**src/rtl/ccdseq_pkg.sv**
```systemverilog
package ccdseq_pkg;

    typedef enum logic [1:0] {
        ST_IDLE   = 2'd0,
        ST_VERT   = 2'd1,
        ST_HORZ   = 2'd2,
        ST_FINISH = 2'd3
    } seq_state_t;

    // Replace a zero setting by one so no period or count can be empty.
    function automatic logic [11:0] at_least_one(input logic [11:0] v);
        return (v == '0) ? 12'd1 : v;
    endfunction

endpackage

```
**src/rtl/ccdseq_prescaler.sv**
```systemverilog
module ccdseq_prescaler #(
    parameter int DIV = 20
) (
    input  logic clk,
    input  logic rst_n,
    input  logic clear,
    input  logic run,
    output logic tick
);
    generate
        if (DIV <= 1) begin : g_direct
            assign tick = run;
        end else begin : g_count
            localparam int PW = $clog2(DIV);
            localparam logic [PW-1:0] LAST = PW'(DIV - 1);
            logic [PW-1:0] cnt_q;

            always_ff @(posedge clk or negedge rst_n) begin
                if (!rst_n) begin
                    cnt_q <= '0;
                end else if (clear) begin
                    cnt_q <= '0;
                end else if (run) begin
                    cnt_q <= (cnt_q == LAST) ? '0 : cnt_q + 1'b1;
                end
            end

            assign tick = run && (cnt_q == LAST);
        end
    endgenerate
endmodule

```
**src/rtl/ccdseq_wrap_ctr.sv**
```systemverilog
module ccdseq_wrap_ctr #(
    parameter int W = 12
) (
    input  logic         clk,
    input  logic         rst_n,
    input  logic         clear,
    input  logic         adv,
    input  logic [W-1:0] len,
    output logic [W-1:0] value,
    output logic         last
);
    logic [W-1:0] val_q;

    assign last  = (val_q == len - 1'b1);
    assign value = val_q;

    always_ff @(posedge clk or negedge rst_n) begin
        if (!rst_n) begin
            val_q <= '0;
        end else if (clear) begin
            val_q <= '0;
        end else if (adv) begin
            val_q <= last ? '0 : val_q + 1'b1;
        end
    end
endmodule

```
**src/rtl/ccdseq_cfg_latch.sv**
```systemverilog
module ccdseq_cfg_latch #(
    parameter int TW = 12,
    parameter int CW = 12,
    parameter int TRIG_BACK = 0
) (
    input  logic          clk,
    input  logic          rst_n,
    input  logic          load,
    input  logic [TW-1:0] h_in,
    input  logic [TW-1:0] v_in,
    input  logic [CW-1:0] p_in,
    input  logic [CW-1:0] l_in,
    output logic [TW-1:0] h_len,
    output logic [TW-1:0] v_len,
    output logic [CW-1:0] p_cnt,
    output logic [CW-1:0] l_cnt,
    output logic [TW-1:0] trig_step
);
    always_ff @(posedge clk or negedge rst_n) begin
        if (!rst_n) begin
            h_len <= TW'(1);
            v_len <= TW'(1);
            p_cnt <= CW'(1);
            l_cnt <= CW'(1);
        end else if (load) begin
            h_len <= (h_in == '0) ? TW'(1) : h_in;
            v_len <= (v_in == '0) ? TW'(1) : v_in;
            p_cnt <= (p_in == '0) ? CW'(1) : p_in;
            l_cnt <= (l_in == '0) ? CW'(1) : l_in;
        end
    end

    generate
        if (TRIG_BACK == 0) begin : g_trig_last
            assign trig_step = h_len - 1'b1;
        end else begin : g_trig_back
            localparam logic [TW-1:0] BACK = TW'(TRIG_BACK);
            assign trig_step = (h_len > BACK) ? (h_len - 1'b1 - BACK) : '0;
        end
    endgenerate
endmodule

```
**src/rtl/ccd_readout_seq.sv**
```systemverilog
module ccd_readout_seq
    import ccdseq_pkg::*;
#(
    parameter int CLK_NS    = 10,
    parameter int TICK_NS   = 200,
    parameter int TIME_W    = 12,
    parameter int COUNT_W   = 12,
    parameter int TRIG_BACK = 0
) (
    input  logic               clk,
    input  logic               rst_n,
    input  logic               start,
    input  logic [TIME_W-1:0]  hpix_time,
    input  logic [TIME_W-1:0]  vxfer_time,
    input  logic [COUNT_W-1:0] pix_total,
    input  logic [COUNT_W-1:0] line_total,
    output logic               busy,
    output logic               done,
    output logic               tick,
    output logic [TIME_W-1:0]  step_addr,
    output logic               phase_h,
    output logic [COUNT_W-1:0] pix_idx,
    output logic [COUNT_W-1:0] line_idx,
    output logic               adc_trig
);
    localparam int DIV = (TICK_NS / CLK_NS < 1) ? 1 : TICK_NS / CLK_NS;

    seq_state_t state_q, state_d;

    logic               start_acc;
    logic               running;
    logic               tick_w;
    logic [TIME_W-1:0]  h_len, v_len, trig_step, period_len;
    logic [COUNT_W-1:0] p_cnt, l_cnt;
    logic [TIME_W-1:0]  step_w;
    logic [COUNT_W-1:0] pix_w, line_w;
    logic               step_last, pix_last, line_last;
    logic               period_end, line_end;

    assign start_acc  = (state_q == ST_IDLE) && start;
    assign running    = (state_q == ST_VERT) || (state_q == ST_HORZ);
    assign period_len = (state_q == ST_HORZ) ? h_len : v_len;
    assign period_end = tick_w && step_last;
    assign line_end   = period_end && (state_q == ST_HORZ) && pix_last;

    ccdseq_cfg_latch #(
        .TW(TIME_W), .CW(COUNT_W), .TRIG_BACK(TRIG_BACK)
    ) u_cfg (
        .clk(clk), .rst_n(rst_n), .load(start_acc),
        .h_in(hpix_time), .v_in(vxfer_time),
        .p_in(pix_total), .l_in(line_total),
        .h_len(h_len), .v_len(v_len), .p_cnt(p_cnt), .l_cnt(l_cnt),
        .trig_step(trig_step)
    );

    ccdseq_prescaler #(.DIV(DIV)) u_presc (
        .clk(clk), .rst_n(rst_n), .clear(start_acc), .run(running),
        .tick(tick_w)
    );

    ccdseq_wrap_ctr #(.W(TIME_W)) u_step (
        .clk(clk), .rst_n(rst_n), .clear(start_acc), .adv(tick_w),
        .len(period_len), .value(step_w), .last(step_last)
    );

    ccdseq_wrap_ctr #(.W(COUNT_W)) u_pix (
        .clk(clk), .rst_n(rst_n), .clear(start_acc),
        .adv(period_end && (state_q == ST_HORZ)),
        .len(p_cnt), .value(pix_w), .last(pix_last)
    );

    ccdseq_wrap_ctr #(.W(COUNT_W)) u_line (
        .clk(clk), .rst_n(rst_n), .clear(start_acc), .adv(line_end),
        .len(l_cnt), .value(line_w), .last(line_last)
    );

    // State register
    always_ff @(posedge clk or negedge rst_n) begin
        if (!rst_n) state_q <= ST_IDLE;
        else        state_q <= state_d;
    end

    // Next-state logic
    always_comb begin
        state_d = state_q;
        unique case (state_q)
            ST_IDLE:   if (start) state_d = ST_VERT;
            ST_VERT:   if (period_end) state_d = ST_HORZ;
            ST_HORZ: begin
                if (line_end) state_d = line_last ? ST_FINISH : ST_VERT;
            end
            ST_FINISH: state_d = ST_IDLE;
            default:   state_d = ST_IDLE;
        endcase
    end

    // Outputs
    always_comb begin
        busy      = 1'b0;
        done      = 1'b0;
        phase_h   = 1'b0;
        tick      = 1'b0;
        adc_trig  = 1'b0;
        step_addr = '0;
        pix_idx   = '0;
        line_idx  = '0;
        unique case (state_q)
            ST_IDLE: ;
            ST_VERT: begin
                busy      = 1'b1;
                tick      = tick_w;
                step_addr = step_w;
                line_idx  = line_w;
            end
            ST_HORZ: begin
                busy      = 1'b1;
                phase_h   = 1'b1;
                tick      = tick_w;
                step_addr = step_w;
                pix_idx   = pix_w;
                line_idx  = line_w;
                adc_trig  = tick_w && (step_w == trig_step);
            end
            ST_FINISH: begin
                busy = 1'b1;
                done = 1'b1;
            end
            default: ;
        endcase
    end
endmodule

```
**config.mk**
```make
export PLATFORM = sky130hd
export DESIGN_NAME = ccd_readout_seq
export DESIGN_NICKNAME = d
export VERILOG_FILES = /design/src/rtl/ccdseq_pkg.sv /design/src/rtl/ccdseq_prescaler.sv /design/src/rtl/ccdseq_wrap_ctr.sv /design/src/rtl/ccdseq_cfg_latch.sv /design/src/rtl/ccd_readout_seq.sv
export SDC_FILE = /design/constraint.sdc
export NUM_CORES = 1
export LEC_CHECK = 0
export BUFFER_PORTS_ARGS = -buffer_cell sky130_fd_sc_hd__buf_4
export CORE_UTILIZATION = 53
export CTS_CLUSTER_DIAMETER = 30
export DETAILED_ROUTE_END_ITERATION = 7
export PLACE_DENSITY = 0.77
export SETUP_SLACK_MARGIN = 0.3
export SLEW_MARGIN = 0
export SYNTH_ARGS = -nofsm -noshare
export SYNTH_HDL_FRONTEND = slang
export SYNTH_SLANG_ARGS = --single-unit
```
**constraint.sdc**
```tcl
create_clock -name clk -period 3.63 [get_ports clk]
set_input_delay 0.1815 -clock clk [delete_from_list [all_inputs] [get_ports clk]]
set_output_delay 0.1815 -clock clk [all_outputs]
set_load 0.005 [all_outputs]
```
# After elaboration in Yosys (flattened, before gate mapping)
# Index checks and enable logic that the tools add are counted.
[op_classes] add_sub_neg=8 n_eq_ne=11 n_mux=30 n_reduce_logical=19
[op_table] operator="two-way mux 12 bit" count=17
[op_table] operator="equality test 12 bit" count=4
[op_table] operator="zero test 12 bit" count=4
[op_table] operator="subtractor 12 x 1 -> 12 bit, second input constant" count=4
[op_table] operator="adder 12 x 1 -> 12 bit, second input constant" count=3
[op_table] operator="two-way mux 5 bit" count=3
[op_table] operator="two-way mux 2 bit" count=4
[op_table] operator="one-hot mux 2 bit (4 select lines)" count=1
[op_table] operator="nonzero test 2 bit" count=4
[op_table] operator="logical AND 1 bit" count=6
[op_table] operator="inequality test 2 bit, second input constant" count=3
[op_table] operator="adder 5 x 1 -> 5 bit, second input constant" count=1
[op_table] operator="equality test 5 bit, second input constant" count=1
[op_table] operator="two-way mux 1 bit" count=5
[op_table] operator="equality test 2 bit, second input constant" count=2
[op_table] operator="AND reduction 3 bit" count=1
[op_table] operator="OR reduction 3 bit" count=1
[op_table] operator="equality test 2 x 1 -> 1 bit, second input constant" count=1
[op_table] operator="zero test 2 bit" count=1
[op_table] operator="OR reduction 2 bit" count=1
[op_table] operator="logical OR 1 bit" count=1
[word_totals] word_cells=77 regBits=91

# Depth between registers and ports, before layout
[depth] word_depth=9 depth_mapped=18 ltp_nobuf=12

# Cells and area by module
# Synthesis repeated with hierarchy kept, for this count alone.
[unflattened] hier_cells=772 area_unflattened_um2=7038.0
[modules_own_cells] module="ccdseq_wrap_ctr at u_line ..." seq_area_each_um2=300.3 instances=2 cells_each=158 area_each_um2=1288.7
[modules_own_cells] module="ccdseq_cfg_latch" seq_area_each_um2=1206.2 instances=1 cells_each=152 area_each_um2=2079.5
[modules_own_cells] module="ccdseq_wrap_ctr at u_step" seq_area_each_um2=300.3 instances=1 cells_each=184 area_each_um2=1377.6
[modules_own_cells] module="ccd_readout_seq" seq_area_each_um2=50.0 instances=1 cells_each=95 area_each_um2=742.0
[modules_own_cells] module="ccdseq_prescaler" seq_area_each_um2=125.1 instances=1 cells_each=25 area_each_um2=261.5

# Worst setup path after synthesis
# No wires, ideal clock.
[synth_path] path_kind="register -> register" start="reg state_q[0]" end="reg u_line.val_q[2] (netlist: u_line.value[2])" n_path_buf=4 stages_incl_launch_ff=17 arrival_time_ns=3.536 setup_ns=0.122 synth_period_minus_slack_ns=3.658 setup_slack_ns=-0.028 path_cell_list="dfrtp_1 inv_1 ha_1 buf_6 buf_12 buf_6 buf_2 mux2i_1 ha_1 xnor2_1 xnor2_1 nand3_1 or4_4 nor4_4 nand3_1 a211o_1 a32o_1"
[synth_between] elab_chain_len=8 word_cells_on_any_way=14 cone_classes="add/sub: 1; eq/ne: 3; mux: 2; reduce/logical: 8"
[synth_lines] item="start, declared" line_no="ccd_readout_seq.sv:28" text="seq_state_t state_q, state_d;"
[synth_lines] item="start signal, assigned" line_no="ccd_readout_seq.sv:80" text="else state_q <= state_d;"
[synth_lines] item="equality test 2 bit" line_no="ccd_readout_seq.sv:41, ccd_readout_seq.sv:42, ccd_readout_seq.sv:44"
[synth_lines] item="two-way mux 12 bit" line_no="ccd_readout_seq.sv:42" text="assign period_len = (state_q == ST_HORZ) ? h_len : v_len;"
[synth_lines] item="subtractor 12 x 1 -> 12 bit" line_no="ccdseq_wrap_ctr.sv:14" text="assign last = (val_q == len - 1'b1);"
[synth_lines] item="equality test 12 bit" line_no="ccdseq_wrap_ctr.sv:14"
[synth_lines] item="logical AND 1 bit" line_no="ccd_readout_seq.sv:43" text="assign period_end = tick_w && step_last;"
[synth_lines] item="logical AND 1 bit (2 in a row)" line_no="ccd_readout_seq.sv:44" text="assign line_end = period_end && (state_q == ST_HORZ) && pix_last;"
[synth_lines] item="nonzero test 2 bit (no source line)"
[synth_lines] item="end signal, assigned" line_no="ccdseq_wrap_ctr.sv:23" text="val_q <= last ? '0 : val_q + 1'b1;"
[synth_lines] item="end, declared" line_no="ccdseq_wrap_ctr.sv:12" text="logic [W-1:0] val_q;"
# Parallel ways exist; a longest one is shown, timed or not.
# A chain may end at the register's enable or synchronous reset.

# Worst setup path in the final report
[layout_path] start="reg state_q[0]" end="reg u_pix.val_q[8] (netlist: u_pix.value[8])"
[layout_between] elab_chain_len=7 word_cells_on_any_way=13 cone_classes="add/sub: 1; eq/ne: 3; mux: 2; reduce/logical: 7"
[layout_lines] item="equality test 2 bit" line_no="ccd_readout_seq.sv:41, ccd_readout_seq.sv:42, ccd_readout_seq.sv:68"
[layout_lines] item="two-way mux 12 bit" line_no="ccd_readout_seq.sv:42"
[layout_lines] item="subtractor 12 x 1 -> 12 bit" line_no="ccdseq_wrap_ctr.sv:14"
[layout_lines] item="equality test 12 bit" line_no="ccdseq_wrap_ctr.sv:14"
[layout_lines] item="logical AND 1 bit" line_no="ccd_readout_seq.sv:43"
[layout_lines] item="logical AND 1 bit" line_no="ccd_readout_seq.sv:68" text=".adv(period_end && (state_q == ST_HORZ)),"
[layout_lines] item="nonzero test 2 bit (no source line)"
[layout_lines] item="end signal, assigned" line_no="ccdseq_wrap_ctr.sv:23"
[layout_lines] item="end, declared" line_no="ccdseq_wrap_ctr.sv:12"
# Parallel ways exist; a longest one is shown, timed or not.

==> summary.txt <==
setup_tns = 0 ns
# Max-Cap Violations = 0
Synth Area in Simple Gates = 33.1%
total grt overflow = 0
main combinational cell family by area after synthesis = simple AND/OR/NAND/NOR gates
IO buf count = 91
CP startpoint kind = flip-flop
# nets final = 950
top_reg_cell synth = dfrtp_1
Die W = 114 um
post-synthesis cell count = 803
Clock Latency Late Sink = 0.35 ns
Row Count = 40
final setup fails = 0
Setup WS post-layout = 0.275 ns
yosys synthesis warning count = 0
met3 WL = 642 um
FILL cells = 1010
hold path depth = 3
clock skew = 0.00432 ns
met1 wire length = 7680 um
Finished Cell Area = 0.00806 mm2
final hold viol count = 0
Critical Path RT = 3.90 ns
Worst EP arrival = 3.63 ns
WP buf/inv = 3
gpl congestion = 0.858
detailed router's first-iteration violation count = 415
xor/xnor cell area share of the yosys netlist = 7.57%
die footprint = 0.0129 mm2
worst hold margin = 0.0215 ns
Critical Path, Cell by Cell = inv_2 > ha_4 > buf_12 > nor4b_4 > o211ai_2 > xnor2_1 > or4_4 > nor4_4 > nand4b_1 > buf_6 > or3b_1 > a21oi_2
cts bufs inserted = 9
Worst-Margin Slew = 0.861 ns
leakage = 0.00364 uW
Slew Viols, Final = 0
IO Pins = 92
antenna cells = 0
Max Clock Freq = 298 MHz
FF-to-FF End = u_pix.value[8]$_DFFE_PN0P_
Endpoint, Worst Hold = u_cfg.v_len[7]$_DFFE_PN0P_
CP max stage delay = 0.58 ns
Mean Syn Cell Area = 8.21 um2
core box area = 0.0121 mm2
top cell family by delay on the critical path = simple AND/OR/NAND/NOR gates
number of H-tree levels = 3
GRT Util Overall = 27.9%
1st-pass router iterations = 7
CTS tree = done
normalized max-slew margin = 42.6%
fraction of registers with async set/reset = 100%
antenna violations before repair = 0
DRT Wirelength = 17900 um
Starting Density = 54.6%
syn nets = 867
worst vdd ir = 0.346 mV
wire length per cell = 16.9 um
mapped cell area = 0.00659 mm2
Register-to-Register Path Depth = 12
Via density = 5.86
Met2 Wirelength = 9100 um
vias in the first global route = 5873
DRC Markers = 0
RSZ-0062 raised after global routing = yes
crit path max-delay cell type = or4_4
Post-Synth Adder-Cell Area = 2.47%
vias = 6203
#FFs+latches synth = 91
Compound-Gate Fraction of Synth Area = 14.6%
CP endpoint kind = flip-flop
Post-synth EDFFs = 0
HP Class = input pin to flip-flop
sequential share of the synthesized area = 34.6%
period utilisation layout = 92.4%
R2R setup slack = 0.28 ns
top fanout value on the critical path = 11
clock-pin slew on the worst setup and hold paths = 0.07 ns
CTS Sinks = 91
outcome = complete, no violations
Pwr Density = 273 mW/mm2
Worst Min Path Start = vxfer_time[7]
clock root cell = clkbuf_16
WS Path Type = flip-flop to flip-flop
Highest Signal Layer = met4
Reg2Reg Launch Point = state_q[0]$_DFFE_PN0P_
DPL Wire Length = 12500 um
global-route wire length before repair = 28400 um
largest net degree at the start of global routing = 81
share of cells above drive strength 1 = 21.8%
Synth cell types = 76
fin crit period = 3.35 ns
dpl cell area = 0.00740 mm2
area delta synth->final = 22.2%
Final ANT Viol Nets = 0
mux cell area share after synthesis = 2.43%
dpl ws = 0.0581 ns
clk buf depth = 2
Die Span Y = 114 um
## where the power goes
group	total (uW)	switching (uW)	internal, uW
registers	1010	0	1010
clock network	1110	417	693
logic	75.6	37.7	37.9
total	2200	454	1740
## how the worst max path moves through the flow
stage | startpoint | slack (ns) | cells past startpoint | to
after floorplan | state_q[0]$_DFFE_PN0P_ | 0.12 | 17 | u_pix.value[3]$_DFFE_PN0P_
after global placement | state_q[0]$_DFFE_PN0P_ | 0.20 | 13 | u_pix.value[9]$_DFFE_PN0P_
after detailed placement | state_q[0]$_DFFE_PN0P_ | 0.06 | 13 | u_pix.value[4]$_DFFE_PN0P_
after CTS | state_q[1]$_DFFE_PN0P_ | 0.31 | 11 | u_pix.value[4]$_DFFE_PN0P_
after global routing | state_q[0]$_DFFE_PN0P_ | 0.09 | 13 | u_pix.value[8]$_DFFE_PN0P_
final | state_q[0]$_DFFE_PN0P_ | 0.28 | 12 | u_pix.value[8]$_DFFE_PN0P_
## per-layer routing
metal  GRT usage (%)  vias up
li1                -     2985
met2            48.5      183
met5               0        -
met4            12.7        0
met1            34.3     3001
met3            3.88       34
## layout make-up
| class | count | area (um2) | area share, % |
|---|---|---|---|
| repair buffers | 127 | 990 | 12.3 |
| flip-flops and latches | 91 | 2280 | 28.3 |
| clock inverters | 6 | 111 | 1.38 |
| multi-input cells | 636 | 4150 | 51.4 |
| inverters | 21 | 78.8 | 0.978 |
| well taps | 168 | 210 | 2.61 |
| clock buffers | 10 | 239 | 2.97 |
## worst reg2reg max path: stages (launching register included)
cell      delay, ns
dfrtp_1        0.41
inv_2          0.09
ha_4           0.20
buf_12         0.16
nor4b_4        0.30
o211ai_2       0.14
xnor2_1        0.14
or4_4          0.58
nor4_4         0.30
nand4b_1       0.24
buf_6          0.21
or3b_1         0.36
a21oi_2        0.13
## state kept, by name (all words and copies together), names as in the netlist
register	count
u_presc.g_count.cnt_q	5
u_step.value	12
u_cfg.h_len	12
u_line.value	12
u_cfg.p_cnt	12
u_cfg.l_cnt	12
u_pix.value	12
u_cfg.v_len	12
state_q	2
## cell families (layout without fill, tap and decap cells)
family,count (synthesis),after routing
DFF,91,91
and+or+nand+nor,411,411
xor gates and xnor gates,57,57
muxes,14,14
adders and majority gates,13,13
AOI/OAI and AO/OA,141,141
buffers and inverters,76,164
## repair_timing
| action | 4_1_cts | 5_1_grt |
|---|---|---|
| endpoints found under the setup margin | 24 | 28 |
| hold buffers | 1 | 0 |
| cloned | 0 | 1 |
| gates resized for setup | 10 | 16 |
| endpoints found under the hold margin | 60 | 0 |
| buffers inserted | 6 | 10 |
| pin swaps | 4 | 5 |
## layout by cell type (no fill, tap or decap), drive strengths merged, types with 7 or more instances in the layout
cell type | Yosys | layout
nand4 | 8 | 8
nor4 | 23 | 23
or4 | 7 | 7
mux2i | 11 | 11
o21ai | 29 | 29
nor2 | 33 | 33
xor2 | 20 | 20
or3b | 9 | 9
or3 | 8 | 8
and3 | 16 | 16
nand2 | 159 | 159
or2 | 7 | 7
nor2b | 7 | 7
and2 | 37 | 37
a32o | 9 | 9
a21oi | 37 | 37
nor3b | 10 | 10
inv | 21 | 22
clkbuf | 41 | 11
xnor2 | 37 | 37
nand2b | 23 | 23
a31oi | 17 | 17
dfrtp | 87 | 87
nand3 | 19 | 19
buf | 14 | 125
nor3 | 30 | 30
ha | 13 | 13
## cell usage after synthesis (all sizes together), types with 21 or more instances
master / instances / share of area, %
a21oi: 37 / 2.9
and2: 37 / 3.5
clkbuf: 41 / 2.4
dfrtp: 87 / 33
inv: 21 / 1.2
nand2: 159 / 9.1
nand2b: 23 / 2.2
nor2: 33 / 1.9
nor3: 30 / 2.3
nor4: 23 / 2.9
o21ai: 29 / 2.2
xnor2: 37 / 4.9
## metrics by stage
step	util (%)	cells	total power (uW)
2_1_floorplan	-	803	1040
3_3_place_gp	61.3	1025	1110
3_5_place_dp	61.3	1025	1110
4_1_cts	65.2	1048	2220
5_1_grt	66.8	1059	2260
6_report	66.8	1059	2200
No activity file was read; power rests on OpenSTA's default activity.
